**config.mk**
```make
export PLATFORM = sky130hd
export DESIGN_NAME = edge_refresh_encoder
export DESIGN_NICKNAME = d
export VERILOG_FILES = /design/src/rtl/ere_pkg.sv /design/src/rtl/ere_sync.sv /design/src/rtl/ere_idle_timer.sv /design/src/rtl/ere_pulse_gen.sv /design/src/rtl/edge_refresh_encoder.sv
export SDC_FILE = /design/constraint.sdc
export NUM_CORES = 1
export LEC_CHECK = 0
export ABC_CLOCK_PERIOD_IN_PS = 2100
export BUFFER_PORTS_ARGS = -buffer_cell sky130_fd_sc_hd__buf_2
export CAP_MARGIN = 20
export CORE_AREA = 2 2 39 41
export CTS_CLUSTER_DIAMETER = 120
export DETAILED_ROUTE_END_ITERATION = 16
export DIE_AREA = 0 0 41 43
export GPL_ROUTABILITY_DRIVEN = 1
export PLACE_DENSITY = 0.59
export REMOVE_ABC_BUFFERS = 1
export SYNTH_ARGS = -nofsm -noshare
export SYNTH_HDL_FRONTEND = slang
export SYNTH_SLANG_ARGS = --single-unit
```
**constraint.sdc**
```tcl
create_clock -name clk_i -period 2.1 [get_ports clk_i]
set_clock_uncertainty 0.1 [all_clocks]
set_input_delay 0.42 -clock clk_i [delete_from_list [all_inputs] [get_ports clk_i]]
set_output_delay 0.42 -clock clk_i [all_outputs]
set_load 0.1 [all_outputs]
```
**src/rtl/ere_pkg.sv**
```systemverilog
`timescale 1ns/1ps
package ere_pkg;

    // Origin of the most recent strobe; selects the next quiet interval.
    typedef enum logic {
        KIND_EDGE    = 1'b0,
        KIND_REFRESH = 1'b1
    } kind_e;

    typedef struct packed {
        logic set;
        logic clr;
    } strobe_t;

    function automatic int max_int(input int a, input int b);
        return (a > b) ? a : b;
    endfunction

    // A firing strobe carries the level: high sets, low clears.
    function automatic strobe_t encode_strobe(input logic fire, input logic lvl);
        strobe_t s;
        s.set = fire & lvl;
        s.clr = fire & ~lvl;
        return s;
    endfunction

endpackage

```
**src/rtl/ere_sync.sv**
```systemverilog
`timescale 1ns/1ps
module ere_sync #(
    parameter int STAGES = 2
) (
    input  logic clk_i,
    input  logic d_i,
    output logic q_o
);
    // Flops are left without reset so they track the input during reset,
    // making the level valid on the first cycle after release.
    logic [STAGES-1:0] stage_q;

    generate
        for (genvar i = 0; i < STAGES; i++) begin : g_stage
            if (i == 0) begin : g_first
                always_ff @(posedge clk_i) stage_q[0] <= d_i;
            end else begin : g_next
                always_ff @(posedge clk_i) stage_q[i] <= stage_q[i-1];
            end
        end
    endgenerate

    assign q_o = stage_q[STAGES-1];
endmodule

```
**src/rtl/ere_idle_timer.sv**
```systemverilog
`timescale 1ns/1ps
module ere_idle_timer
    import ere_pkg::*;
#(
    parameter int IDLE_CYCLES    = 100,
    parameter int REFRESH_CYCLES = 42
) (
    input  logic  clk_i,
    input  logic  rst_i,
    input  logic  restart_i,
    input  kind_e kind_i,
    output logic  due_o
);
    localparam int LONGEST = max_int(IDLE_CYCLES, REFRESH_CYCLES);
    localparam int CNT_W   = $clog2(LONGEST + 1);
    localparam logic [CNT_W-1:0] IDLE_LAST    = CNT_W'(IDLE_CYCLES - 1);
    localparam logic [CNT_W-1:0] REFRESH_LAST = CNT_W'(REFRESH_CYCLES - 1);

    logic [CNT_W-1:0] cnt_q;
    kind_e            kind_q;
    logic [CNT_W-1:0] limit_w;

    always_comb begin
        limit_w = (kind_q == KIND_EDGE) ? IDLE_LAST : REFRESH_LAST;
        due_o   = (cnt_q == limit_w);
    end

    always_ff @(posedge clk_i) begin
        if (rst_i) begin
            cnt_q  <= '0;
            kind_q <= KIND_REFRESH;
        end else if (restart_i) begin
            cnt_q  <= '0;
            kind_q <= kind_i;
        end else if (cnt_q != limit_w) begin
            cnt_q <= cnt_q + 1'b1;
        end
    end
endmodule

```
**src/rtl/ere_pulse_gen.sv**
```systemverilog
`timescale 1ns/1ps
module ere_pulse_gen
    import ere_pkg::*;
(
    input  logic    clk_i,
    input  logic    rst_i,
    input  logic    lvl_i,
    input  logic    due_i,
    output logic    fire_o,
    output kind_e   kind_o,
    output strobe_t strobe_o
);
    logic    init_q;
    logic    sent_q;
    strobe_t strobe_q;
    logic    edge_w;
    logic    refresh_w;

    always_comb begin
        edge_w    = !init_q && (lvl_i != sent_q);
        refresh_w = init_q || due_i;
        fire_o    = edge_w || refresh_w;
        kind_o    = edge_w ? KIND_EDGE : KIND_REFRESH;
    end

    always_ff @(posedge clk_i) begin
        if (rst_i) begin
            init_q   <= 1'b1;
            sent_q   <= 1'b0;
            strobe_q <= '0;
        end else begin
            init_q   <= 1'b0;
            strobe_q <= encode_strobe(fire_o, lvl_i);
            if (fire_o) begin
                sent_q <= lvl_i;
            end
        end
    end

    assign strobe_o = strobe_q;
endmodule

```
**src/rtl/edge_refresh_encoder.sv**
```systemverilog
`timescale 1ns/1ps
module edge_refresh_encoder
    import ere_pkg::*;
#(
    parameter int SYNC_STAGES    = 2,
    parameter int IDLE_CYCLES    = 100,
    parameter int REFRESH_CYCLES = 42
) (
    input  logic clk_i,
    input  logic rst_i,
    input  logic din_i,
    output logic set_o,
    output logic clr_o
);
    logic    lvl_s;
    logic    due_w;
    logic    fire_w;
    kind_e   kind_w;
    strobe_t strobe_w;

    ere_sync #(.STAGES(SYNC_STAGES)) sync_i (
        .clk_i (clk_i),
        .d_i   (din_i),
        .q_o   (lvl_s)
    );

    ere_idle_timer #(
        .IDLE_CYCLES    (IDLE_CYCLES),
        .REFRESH_CYCLES (REFRESH_CYCLES)
    ) timer_i (
        .clk_i     (clk_i),
        .rst_i     (rst_i),
        .restart_i (fire_w),
        .kind_i    (kind_w),
        .due_o     (due_w)
    );

    ere_pulse_gen gen_i (
        .clk_i    (clk_i),
        .rst_i    (rst_i),
        .lvl_i    (lvl_s),
        .due_i    (due_w),
        .fire_o   (fire_w),
        .kind_o   (kind_w),
        .strobe_o (strobe_w)
    );

    assign set_o = strobe_w.set;
    assign clr_o = strobe_w.clr;
endmodule

```
== After elaboration in Yosys (flattened, before gate mapping) ==
Cells that the tools add are included.

* Flip-flop bits (word level): 14
* Bits in latches: 0
* Bits in writable memories: 0
* Bits in read-only memories: 0
* Bits of input ports: 3
* Output and inout port bits: 2
* Word-level logic and storage cells: 23
* Memories kept: 0

* Add/sub/neg operators: 1
* Multipliers: 0
* Divide/modulo/power cells: 0
* $lt $le $gt $ge: 0
* Equality and inequality tests: 3
* Shift operators: 0
* Mux-type cells: 3
* Bitwise gates (word level): 3
* Reductions and logical operators: 5

{| class="wikitable"
|+ Operators by type and width
! operator !! count
|-
| $add 7x1->7 const B || 1
|-
| $eq 7x7->1 || 1
|-
| $mux 7 || 1
|-
| $ne 7x7->1 || 1
|-
| $and 1x1->1 || 2
|-
| $logic_or 1x1->1 || 2
|-
| $mux 1 || 2
|-
| $reduce_or 2->1 || 1
|-
| $logic_and 1x1->1 || 1
|-
| $logic_not 1->1 || 1
|-
| $ne 1x1->1 || 1
|-
| $not 1->1 || 1
|}

== Longest topological paths before layout ==
Gate-level depths: netlist of the first run.

* Depth after elaboration: 5
* Mapped depth: 4
* Depth with buffers taken out: 4

== By module ==
A second synthesis of the first run with hierarchy kept.

* Cell total of the unflattened synthesis: 54
* Area total of the unflattened synthesis: 553.0 sq um

{| class="wikitable"
|+ By module, submodules not included
! module !! instances !! cells an instance !! area an instance (sq um) !! sequential area each (sq um)
|-
| ere_idle_timer || 1 || 40 || 384.1 || 160.2
|-
| ere_pulse_gen || 1 || 12 || 128.9 || 80.1
|-
| ere_sync || 1 || 2 || 40.0 || 40.0
|}

== Least setup slack after synthesis of the first run ==
Ideal clock, no wire load.

* Kind: register -> output
* Start: register gen_i.strobe_q, in the netlist gen_i.strobe_o[0]
* End: output port clr_o
* Arrival time: 0.909 ns
* Data required time: 1.580 ns
* Slack: 0.671 ns
* Cell stages (with the launch flop): 1
* Path buffers: 0
* Path through: dfxtp_1

{| class="wikitable"
|+ RTL lines
! what !! line !! source
|-
| from (decl) || ere_pulse_gen.sv:15 || <nowiki>strobe_t strobe_q;</nowiki>
|-
| from (signal assigned) || ere_pulse_gen.sv:33 || <nowiki>strobe_q <= encode_strobe(fire_o, lvl_i);</nowiki>
|-
| to (decl) || edge_refresh_encoder.sv:13 || <nowiki>output logic clr_o</nowiki>
|}

No word-level cell between the ends.

== Worst setup path after layout of the first run ==
* Start: register gen_i.strobe_q, in the netlist gen_i.strobe_o[0]
* End: output port clr_o

No word-level cell between the ends.

==> flow_metrics.env, run 1 <==
export IMPL_grt_first_pass_wirelength_mm=1.47
export IMPL_leading_cell_type_in_the_layout_fill_and_taps_excluded="dfxtp_1"
export IMPL_dr_total_vias=356
export IMPL_critical_path_peak_fanout=1
export IMPL_setup_violations_final=0
export IMPL_multiInputGateArea_sq_um=240
export IMPL_peak_vdd_ir_mv=0.478
export IMPL_die_width_um=41
export IMPL_run_status="completed"
export IMPL_synth_lib_cells_used_distinct=20
export IMPL_detailed_route_wire_length_um=791
export IMPL_first_pass_iters=4
export IMPL_grt_use_total=0.126
export IMPL_layout_area_seq_sq_um=280
export IMPL_critPathLaunchType="flop"
export IMPL_syn_mean_instance_area_sq_um=11.2
export IMPL_rsz0062_at_grt="false"
export IMPL_nNetsFinal=60
export IMPL_cts_inserted_buffers=3
export IMPL_routedWlPerCell_um=11.1
export IMPL_post_route_cells_drive_above_1_share=0.236
export IMPL_antenna_cells=0
export IMPL_initialDrtViolationCount=10
export IMPL_grt_ovfl_total=0
export IMPL_worstMarginPinSlew_ps=487
export IMPL_syn2layout_area_growth_pct=14.6
export IMPL_critical_path_slowest_cell="buf_2"
export IMPL_critPathTopFamily="buffers and inverters"
export IMPL_pwr_density_cell_nw_per_um2=826
export IMPL_cells_after_synthesis=47
export IMPL_clk_insertion_delay_late_ps=270
export IMPL_synth_top_cells_by_area="dfxtp_1 (53%), a211oi_2 (4.8%), and4bb_2 (4.8%)"
export IMPL_global_route_peak_usage_layer="met2"
export IMPL_final_period_minus_worst_setup_slack_ps=1510
export IMPL_syn_cell_area_sq_um=524
export IMPL_path_cells="buf_2"
export IMPL_ff2ff_setup_slack_ps=600
export IMPL_tritoncts="done"
export IMPL_layout_cells_most_common_list="dfxtp_1 (14), buf_2 (4)"
export IMPL_io_pin_count=5
export IMPL_fin_setup_tns_ps=0
export IMPL_synth_largest_area_cell="dfxtp_1"
export IMPL_worst_hold_check_path_type="primary input to flop"
export IMPL_max_cap_violations=0
export IMPL_vias_per_cell=5.01
export IMPL_cts_max_path_buffers=2
export IMPL_antenna_left=0
export IMPL_postPlaceCellArea_sq_um=564
export IMPL_synth_seq_area_share=0.535
export IMPL_fin_util=0.434
export IMPL_floorplan_die_height_um=43
export IMPL_number_of_antenna_violations_at_the_first_check_in_global_routing=0
export IMPL_timing_slew_headroom=0.677
export IMPL_cts_resized=0
export IMPL_rows=14
export IMPL_power_static_leakage_nw=0.217
export IMPL_critical_path_required_ps=1580
export IMPL_hold_violations=0
export IMPL_grt_start_max_net_pins=9
export IMPL_synth_top_area_share=0.535
export IMPL_max_freq_mhz=662
export IMPL_path_buf_inv=1
export IMPL_worst_setup_path_type="flop to primary output"
export IMPL_finalInstanceArea_sq_um=601
export IMPL_critPathCaptureType="primary output"
export IMPL_remaining_drc_errors=0
export IMPL_critical_path_max_stage_delay_ps=410
export IMPL_cts_sinks=14
export IMPL_synth_yosys_warnings=0
export IMPL_power_mw=0.496
export IMPL_grt_met2_usage=0.181
export IMPL_cp_arrival_ps=990
export IMPL_final_fill_count=128
export IMPL_post_cts_repair_setup_buffers=0
export IMPL_ctsRootBufferMaster="clkbuf_4"
export IMPL_groute_layer_met1_usage=0.159
export IMPL_cts_hold_repair_buffers=0
export IMPL_placeableCoreArea_sq_um=1380
export IMPL_initial_cell_density_of_the_core=0.379
export IMPL_final_period_utilization=0.720
export IMPL_timing_final_max_slew_violations=0
export IMPL_die_area_sq_um=1760
export IMPL_htree_levels=1
export IMPL_grt_pass1_vias=346
export IMPL_gpl_final_weighted_congestion=0.620
export IMPL_use_met3=0.0314
export IMPL_clkSlewWorstSetupHoldPaths_ps=80
export IMPL_yosys_register_bits=14
export IMPL_placement_io_buffers=4
export IMPL_hold_slack_ps=146
==> power by group <==
| part | leakage (nW) | switching, mW | internal [mW] | total [mW] |
|---|---|---|---|---|
| combinational | 0.0807 | 0.0233 | 0.00868 | 0.0319 |
| clock | 0.0210 | 0.0802 | 0.105 | 0.185 |
| sequential | 0.115 | 0.00482 | 0.274 | 0.279 |
==> worst reg2reg max path: stages (launching register included) <==
cell	delay, ps
dfxtp_1	400
ha_1	200
nand3_1	130
or3_1	380
a211oi_2	220
==> cell usage after synthesis, drive strengths merged <==
master	number
o21ai	3
inv	1
dfxtp	14
nand2	2
xor2	2
nor3	3
nor3b	1
nand3	2
a41oi	1
nor2b	1
o21a	1
xnor2	2
o31a	2
nand2b	1
nor4bb	1
nor2	3
and4bb	2
ha	1
or3	2
a211oi	2
==> cell type report <==
| cell class | count | area share |
|---|---|---|
| flip-flops and latches | 14 | 0.467 |
| multi-input cells | 32 | 0.400 |
| clock buffers | 4 | 0.0604 |
| repair buffers | 4 | 0.0333 |
| well taps | 16 | 0.0333 |
| inverters | 1 | 0.00625 |
==> per-stage QoR <==
step | std cells | setup slack [ps]
2_1_floorplan | 47 | 671
3_5_place_dp | 67 | 613
4_1_cts | 71 | 573
5_1_grt | 71 | 481
3_3_place_gp | 67 | 667
6_report | 71 | 589
==> path summary, 6_finish.rpt <==
check                    startpoint           endpoint  cells past startpoint
setup / recovery  gen_i.strobe_o[0]              clr_o                      1
setup reg to reg   timer_i.cnt_q[1]   timer_i.cnt_q[6]                      4
hold / removal                din_i  sync_i.stage_q[0]                      1
hold reg to reg   sync_i.stage_q[0]         sync_i.q_o                      0
==> metal layers <==
layer,vias up,wire (um)
met5,-,0
met1,160,376
met3,2,19
met4,0,6
li1,190,-
met2,4,388
==> cells by family after synthesis <==
kind of cell,after synthesis,share of synthesized area
compound gates,9,0.155
xor+xnor,4,0.0668
fa+ha+maj,1,0.0239
buf+inv,1,0.00715
flops,14,0.535
simple gates,18,0.212
==> flip-flops by register name (all words and copies together) (netlist names) <==
register,flops
gen_i.init_q,1
gen_i.sent_q,1
gen_i.strobe_o,2
sync_i.q_o,1
sync_i.stage_q,1
timer_i.cnt_q,7
timer_i.kind_q,1
Note: power is estimated with default switching activity, not from simulation.
==> inputs of run 2 (changes only) <==
--- a/config.mk
+++ b/config.mk
@@ -5,7 +5,7 @@
 export SDC_FILE = /design/constraint.sdc
 export NUM_CORES = 1
 export LEC_CHECK = 0
-export ABC_CLOCK_PERIOD_IN_PS = 2100
+export ABC_CLOCK_PERIOD_IN_PS = 1500
 export BUFFER_PORTS_ARGS = -buffer_cell sky130_fd_sc_hd__buf_2
 export CAP_MARGIN = 20
 export CORE_AREA = 2 2 39 41
==> constraint.sdc (replaced) <==
create_clock -name clk_i -period 1.5 [get_ports clk_i]
set_clock_uncertainty 0.1 [all_clocks]
set_input_delay 0.3 -clock clk_i [delete_from_list [all_inputs] [get_ports clk_i]]
set_output_delay 0.3 -clock clk_i [all_outputs]
set_load 0.1 [all_outputs]
==> run 2 against run 1 <==
Compared with the run above:
- via count up 3.1%
- register-to-register slack worse by 510 ps
- routed wire length up 15%
- clock power is 9% higher
- non-clock buffer count grew 1
- sequential power increased by 40%
- hold slack worse by 120 ps
- critical path depth is 3 higher
- final cell count unchanged
- flip-flop and latch count unchanged
- cell area fell by 0.83%
- highest routed layer unchanged
==> flow_metrics.env, run 2 (synthesis results as in run 1) <==
export IMPL_timing_final_max_slew_violations=0
export IMPL_cp_arrival_ps=1500
export IMPL_number_of_antenna_violations_at_the_first_check_in_global_routing=0
export IMPL_multiInputGateArea_sq_um=240
export IMPL_grt_pass1_vias=341
export IMPL_worst_hold_check_path_type="primary input to flop"
export IMPL_cts_hold_repair_buffers=0
export IMPL_grt_start_max_net_pins=9
export IMPL_antenna_left=0
export IMPL_pwr_density_cell_nw_per_um2=1070
export IMPL_antenna_cells=0
export IMPL_tritoncts="done"
export IMPL_rsz0062_at_grt="false"
export IMPL_first_pass_iters=2
export IMPL_nNetsFinal=61
export IMPL_top_layer="met4"
export IMPL_cts_sinks=14
export IMPL_worst_setup_path_type="flop to flop"
export IMPL_rows=14
export IMPL_top_register="timer_i.cnt_q"
export IMPL_post_route_cells_drive_above_1_share=0.255
export IMPL_layout_area_seq_sq_um=282
export IMPL_layout_cells_most_common_list="dfxtp_1 (13), buf_2 (4)"
export IMPL_grt_first_pass_wirelength_mm=1.52
export IMPL_leading_cell_type_in_the_layout_fill_and_taps_excluded="dfxtp_1"
export IMPL_die_width_um=41
export IMPL_worstMarginPinSlew_ps=484
export IMPL_post_cts_repair_setup_buffers=0
export IMPL_initialDrtViolationCount=1
export IMPL_final_period_utilization=0.938
export IMPL_grt_ovfl_total=0
export IMPL_gpl_final_weighted_congestion=0.652
export IMPL_placeableCoreArea_sq_um=1380
export IMPL_final_fill_count=140
export IMPL_fin_setup_tns_ps=0
export IMPL_final_period_minus_worst_setup_slack_ps=1410
export IMPL_floorplan_die_height_um=43
export IMPL_post_layout_nonfiller_instances=71
export IMPL_cts_inserted_buffers=3
export IMPL_detailed_route_wire_length_um=907
export IMPL_syn2layout_area_growth_pct=13.6
export IMPL_clkSlewWorstSetupHoldPaths_ps=80
export IMPL_max_freq_mhz=711
export IMPL_cts_resized=0
export IMPL_hold_violations=0
export IMPL_critical_path_required_ps=1600
export IMPL_power_static_leakage_nw=0.214
export IMPL_setup_violations_final=0
export IMPL_initial_cell_density_of_the_core=0.379
export IMPL_remaining_drc_errors=0
export IMPL_routedWlPerCell_um=12.8
export IMPL_met2RoutedLength_um=455
export IMPL_peak_vdd_ir_mv=0.553
export IMPL_hold_slack_ps=24.7
export IMPL_fin_util=0.430
export IMPL_largest_register_ff_count=7
export IMPL_max_cap_violations=0
export IMPL_cts_max_path_buffers=2
export IMPL_numPlacedInstances=68
export IMPL_placement_io_buffers=4
export IMPL_dpl_hpwl_um=687
export IMPL_grt_use_total=0.131
export IMPL_run_status="completed"
export IMPL_critPathLaunchType="flop"
export IMPL_detailroute_wirelength_met3_um=37
export IMPL_timing_slew_headroom=0.680
export IMPL_htree_levels=1
export IMPL_ctsRootBufferMaster="clkbuf_4"
export IMPL_die_area_sq_um=1760
export IMPL_critPathCaptureType="flop"
export IMPL_ff2ff_setup_slack_ps=90
export IMPL_io_pin_count=5
export IMPL_met1_length_um=408
export IMPL_critical_path_peak_fanout=4
export IMPL_dr_total_vias=367
export IMPL_vias_per_cell=5.17
export IMPL_clk_insertion_delay_late_ps=270
-- run 2: cell count changes in the layout (fill, tap and decap cells not counted) --
cell	change
buf_4	+1
clkbuf_8	-1
dfxtp_1	-1
dfxtp_2	+1
-- run 2: area by class of cell --
cell class,instances,area share
multi-input cells,32,0.403
flip-flops and latches,14,0.473
clock buffers,3,0.0378
repair buffers,5,0.0462
inverters,1,0.00630
well taps,16,0.0336
-- run 2: report_power, final --
part / switching, mW / total [mW] / internal, mW
clock: 0.109 / 0.202 / 0.0928
sequential: 0.00709 / 0.391 / 0.384
combinational: 0.0329 / 0.0451 / 0.0122
total: 0.149 / 0.638 / 0.489
-- run 2: worst max-delay path, cell delays in order (launching register included) --
cell and delay, ps:
dfxtp_1 370, ha_1 190, nand3_1 100, or3_1 370
a211oi_2 210
-- run 2: routing by layer --
metal	vias up	track usage
met3	2	0.0471
met4	0	0.0600
li1	188	-
met5	-	0
met1	171	0.161
met2	6	0.197
-- run 2: final timing paths --
kind	startpoint	to	cells past startpoint
min	din_i	sync_i.stage_q[0]	1
max	timer_i.cnt_q[0]	timer_i.cnt_q[6]	4
min reg2reg	sync_i.stage_q[0]	sync_i.q_o	0
max reg2reg	timer_i.cnt_q[0]	timer_i.cnt_q[6]	4
-- run 2: stage by stage --
step / setup WS [ps] / total power [mW] / cell area (sq um)
final: 93.3 / 0.638 / 596
after global routing: 24.6 / 0.669 / 596
after CTS: 49.1 / 0.649 / 594
after detailed placement: 68.0 / 0.445 / 572
after global placement: 84.8 / 0.444 / 572
after floorplan: 110 / 0.434 / 524
==> inputs of run 3 (changes only) <==
--- a/config.mk
+++ b/config.mk
@@ -5,6 +5,7 @@
 export SDC_FILE = /design/constraint.sdc
 export NUM_CORES = 1
 export LEC_CHECK = 0
+export ABC_AREA = 1
 export ABC_CLOCK_PERIOD_IN_PS = 1500
 export BUFFER_PORTS_ARGS = -buffer_cell sky130_fd_sc_hd__buf_2
 export CAP_MARGIN = 20
@@ -13,7 +14,7 @@
 export DETAILED_ROUTE_END_ITERATION = 16
 export DIE_AREA = 0 0 41 43
 export GPL_ROUTABILITY_DRIVEN = 1
-export PLACE_DENSITY = 0.59
+export PLACE_DENSITY = 0.64
 export REMOVE_ABC_BUFFERS = 1
 export SYNTH_ARGS = -nofsm -noshare
 export SYNTH_HDL_FRONTEND = slang
==> run 3 against run 2 <==
Compared with the run above:
- hold slack got worse by 17 ps
- routed wire length increased by 12%
- sequential power about the same
- non-clock buffer count decreased by 1
- maximum frequency decreased by 1.4%
- via count increased by 27%
- cell area increased by 12%
- critical path type is now flop to primary output
- total power increased by 14%
- combinational power increased by 32%
- final cell count increased by 37%
==> flow_metrics.env, run 3 <==
export IMPL_ctsRootBufferMaster="clkbuf_4"
export IMPL_first_pass_iters=4
export IMPL_top_register="timer_i.cnt_q"
export IMPL_fin_setup_tns_ps=0
export IMPL_yosys_register_bits=14
export IMPL_synth_top_cells_by_area="dfxtp_1 (47%), nor2_1 (8.9%), nand2_1 (8.2%)"
export IMPL_htree_levels=1
export IMPL_dpl_hpwl_um=695
export IMPL_vias_per_cell=4.81
export IMPL_setup_violations_final=0
export IMPL_post_cts_repair_setup_buffers=0
export IMPL_synth_top_cells_by_count="dfxtp_1 (14), nor2_1 (14), nand2_1 (13)"
export IMPL_die_area_sq_um=1760
export IMPL_peak_vdd_ir_mv=0.531
export IMPL_worstMarginPinSlew_ps=484
export IMPL_cts_inserted_buffers=3
export IMPL_critPathLaunchType="flop"
export IMPL_critical_path_required_ps=1100
export IMPL_grt_pass1_vias=425
export IMPL_synth_edff_count=0
export IMPL_clk_insertion_delay_late_ps=290
export IMPL_path_buf_inv=1
export IMPL_remaining_drc_errors=0
export IMPL_routedWlPerCell_um=10.5
export IMPL_antenna_left=0
export IMPL_io_pin_count=5
export IMPL_syn_cell_area_sq_um=592
export IMPL_critical_path_max_stage_delay_ps=410
export IMPL_finalInstanceArea_sq_um=668
export IMPL_cp_arrival_ps=1030
export IMPL_cells_after_synthesis=73
export IMPL_post_route_cells_drive_above_1_share=0.272
export IMPL_path_cells="buf_2"
export IMPL_cts_resized=0
export IMPL_grt_ovfl_total=0
export IMPL_max_cap_violations=0
export IMPL_rsz0062_at_grt="false"
export IMPL_critical_path_slowest_cell="buf_2"
export IMPL_nNetsFinal=86
export IMPL_syn2layout_area_growth_pct=12.9
export IMPL_dominantRegCellSynth="dfxtp_1"
export IMPL_grt_start_max_net_pins=9
export IMPL_detailed_route_wire_length_mm=1.02
export IMPL_numPlacedInstances=93
export IMPL_run_status="completed"
export IMPL_synth_largest_area_cell="dfxtp_1"
export IMPL_smallest_setup_slack_after_layout_ps=74.0
export IMPL_pwr_density_cell_nw_per_um2=1090
export IMPL_critical_path_peak_fanout=1
export IMPL_max_freq_mhz=701
export IMPL_synth_seq_area_share=0.474
export IMPL_timing_final_max_slew_violations=0
export IMPL_largest_register_ff_count=7
export IMPL_syn_mean_instance_area_sq_um=8.11
export IMPL_initial_cell_density_of_the_core=0.428
export IMPL_post_layout_nonfiller_instances=97
export IMPL_critPathTopFamily="buffers and inverters"
export IMPL_final_period_minus_worst_setup_slack_ps=1430
export IMPL_critPathCaptureType="primary output"
export IMPL_placement_io_buffers=4
export IMPL_synth_top_area_share=0.474
export IMPL_tritoncts="done"
export IMPL_power_static_leakage_nw=0.282
export IMPL_rows=14
export IMPL_final_period_utilization=0.951
export IMPL_dr_total_vias=467
export IMPL_cts_max_path_buffers=2
export IMPL_grt_use_total=0.154
export IMPL_clkSlewWorstSetupHoldPaths_ps=90
export IMPL_hold_violations=0
export IMPL_initialDrtViolationCount=5
export IMPL_post_place_ws_ps=249
export IMPL_async_flop_share=0
export IMPL_antenna_cells=0
export IMPL_layout_cells_most_common_list="nor2_1 (14), dfxtp_1 (14), nand2_1 (13), inv_1 (7)"
export IMPL_timing_slew_headroom=0.679
export IMPL_cts_sinks=14
export IMPL_floorplan_die_height_um=43
export IMPL_worst_hold_check_path_type="primary input to flop"
export IMPL_synth_yosys_warnings=0
export IMPL_synth_lib_cells_used_distinct=20
export IMPL_worst_setup_path_type="flop to primary output"
export IMPL_number_of_antenna_violations_at_the_first_check_in_global_routing=0
export IMPL_ff2ff_setup_slack_ps=210
export IMPL_postPlaceCellArea_sq_um=632
export IMPL_cts_hold_repair_buffers=0
export IMPL_gpl_final_weighted_congestion=0.720
export IMPL_placeableCoreArea_sq_um=1380
export IMPL_grt_first_pass_wirelength_mm=1.75
export IMPL_die_width_um=41
==> run 3: cell count changes after synthesis, sizes merged, moves of 2 or more <==
cell / previous run / this run
nand2: 2 / 15
a21oi: 0 / 4
nor2: 3 / 18
a211oi: 2 / 0
or3: 2 / 0
and4bb: 2 / 0
inv: 1 / 9
o31a: 2 / 0
nor3: 3 / 0
xnor2: 2 / 0
nand3: 2 / 5
==> run 3: routing by layer <==
| layer | GRT usage | part of all wire | up-vias |
|---|---|---|---|
| li1 | - | - | 245 |
| met1 | 0.179 | 0.46 | 205 |
| met2 | 0.231 | 0.46 | 10 |
| met3 | 0.0471 | 0.041 | 7 |
| met4 | 0.100 | 0.039 | 0 |
| met5 | 0 | 0 | - |
==> run 3: worst paths after layout <==
check	start	end	cells after the start
max	gen_i.strobe_o[1]	set_o	1
min	din_i	sync_i.stage_q[0]	1
max reg2reg	timer_i.cnt_q[1]	timer_i.cnt_q[6]	6
min reg2reg	sync_i.stage_q[0]	sync_i.q_o	0
==> run 3: stage by stage <==
| step | hold WS, ps | utilization | power [mW] |
|---|---|---|---|
| after CTS | 14.0 | 0.483 | 0.728 |
| after detailed placement | 214 | 0.457 | 0.457 |
| after global routing | 15.3 | 0.483 | 0.749 |
| after global placement | 210 | 0.457 | 0.457 |
| after floorplan | 210 | - | 0.446 |
| final | 7.74 | 0.483 | 0.726 |
==> run 3: kinds of logic after synthesis <==
family | count (synthesis) | synth area share
AOI/OAI and AO/OA | 7 | 0.0825
xor gates and xnor gates | 1 | 0.0148
adders and majority gates | 1 | 0.0211
buffers and inverters | 9 | 0.0571
DFF | 14 | 0.474
and+or+nand+nor | 41 | 0.351
==> run 3: cell type report <==
| cell class | instances | area, sq um |
|---|---|---|
| Multi-Input combinational cell | 50 | 278 |
| Timing Repair Buffer | 4 | 20.0 |
| Tap cell | 16 | 20.0 |
| Clock buffer | 4 | 36.3 |
| Fill cell | 139 | 716 |
| Sequential cell | 14 | 280 |
| Inverter | 9 | 33.8 |
==> run 3: report_power, final <==
group          switching [mW]  internal, mW
registers             0.00675         0.383
clock network           0.128         0.148
logic                  0.0438        0.0156
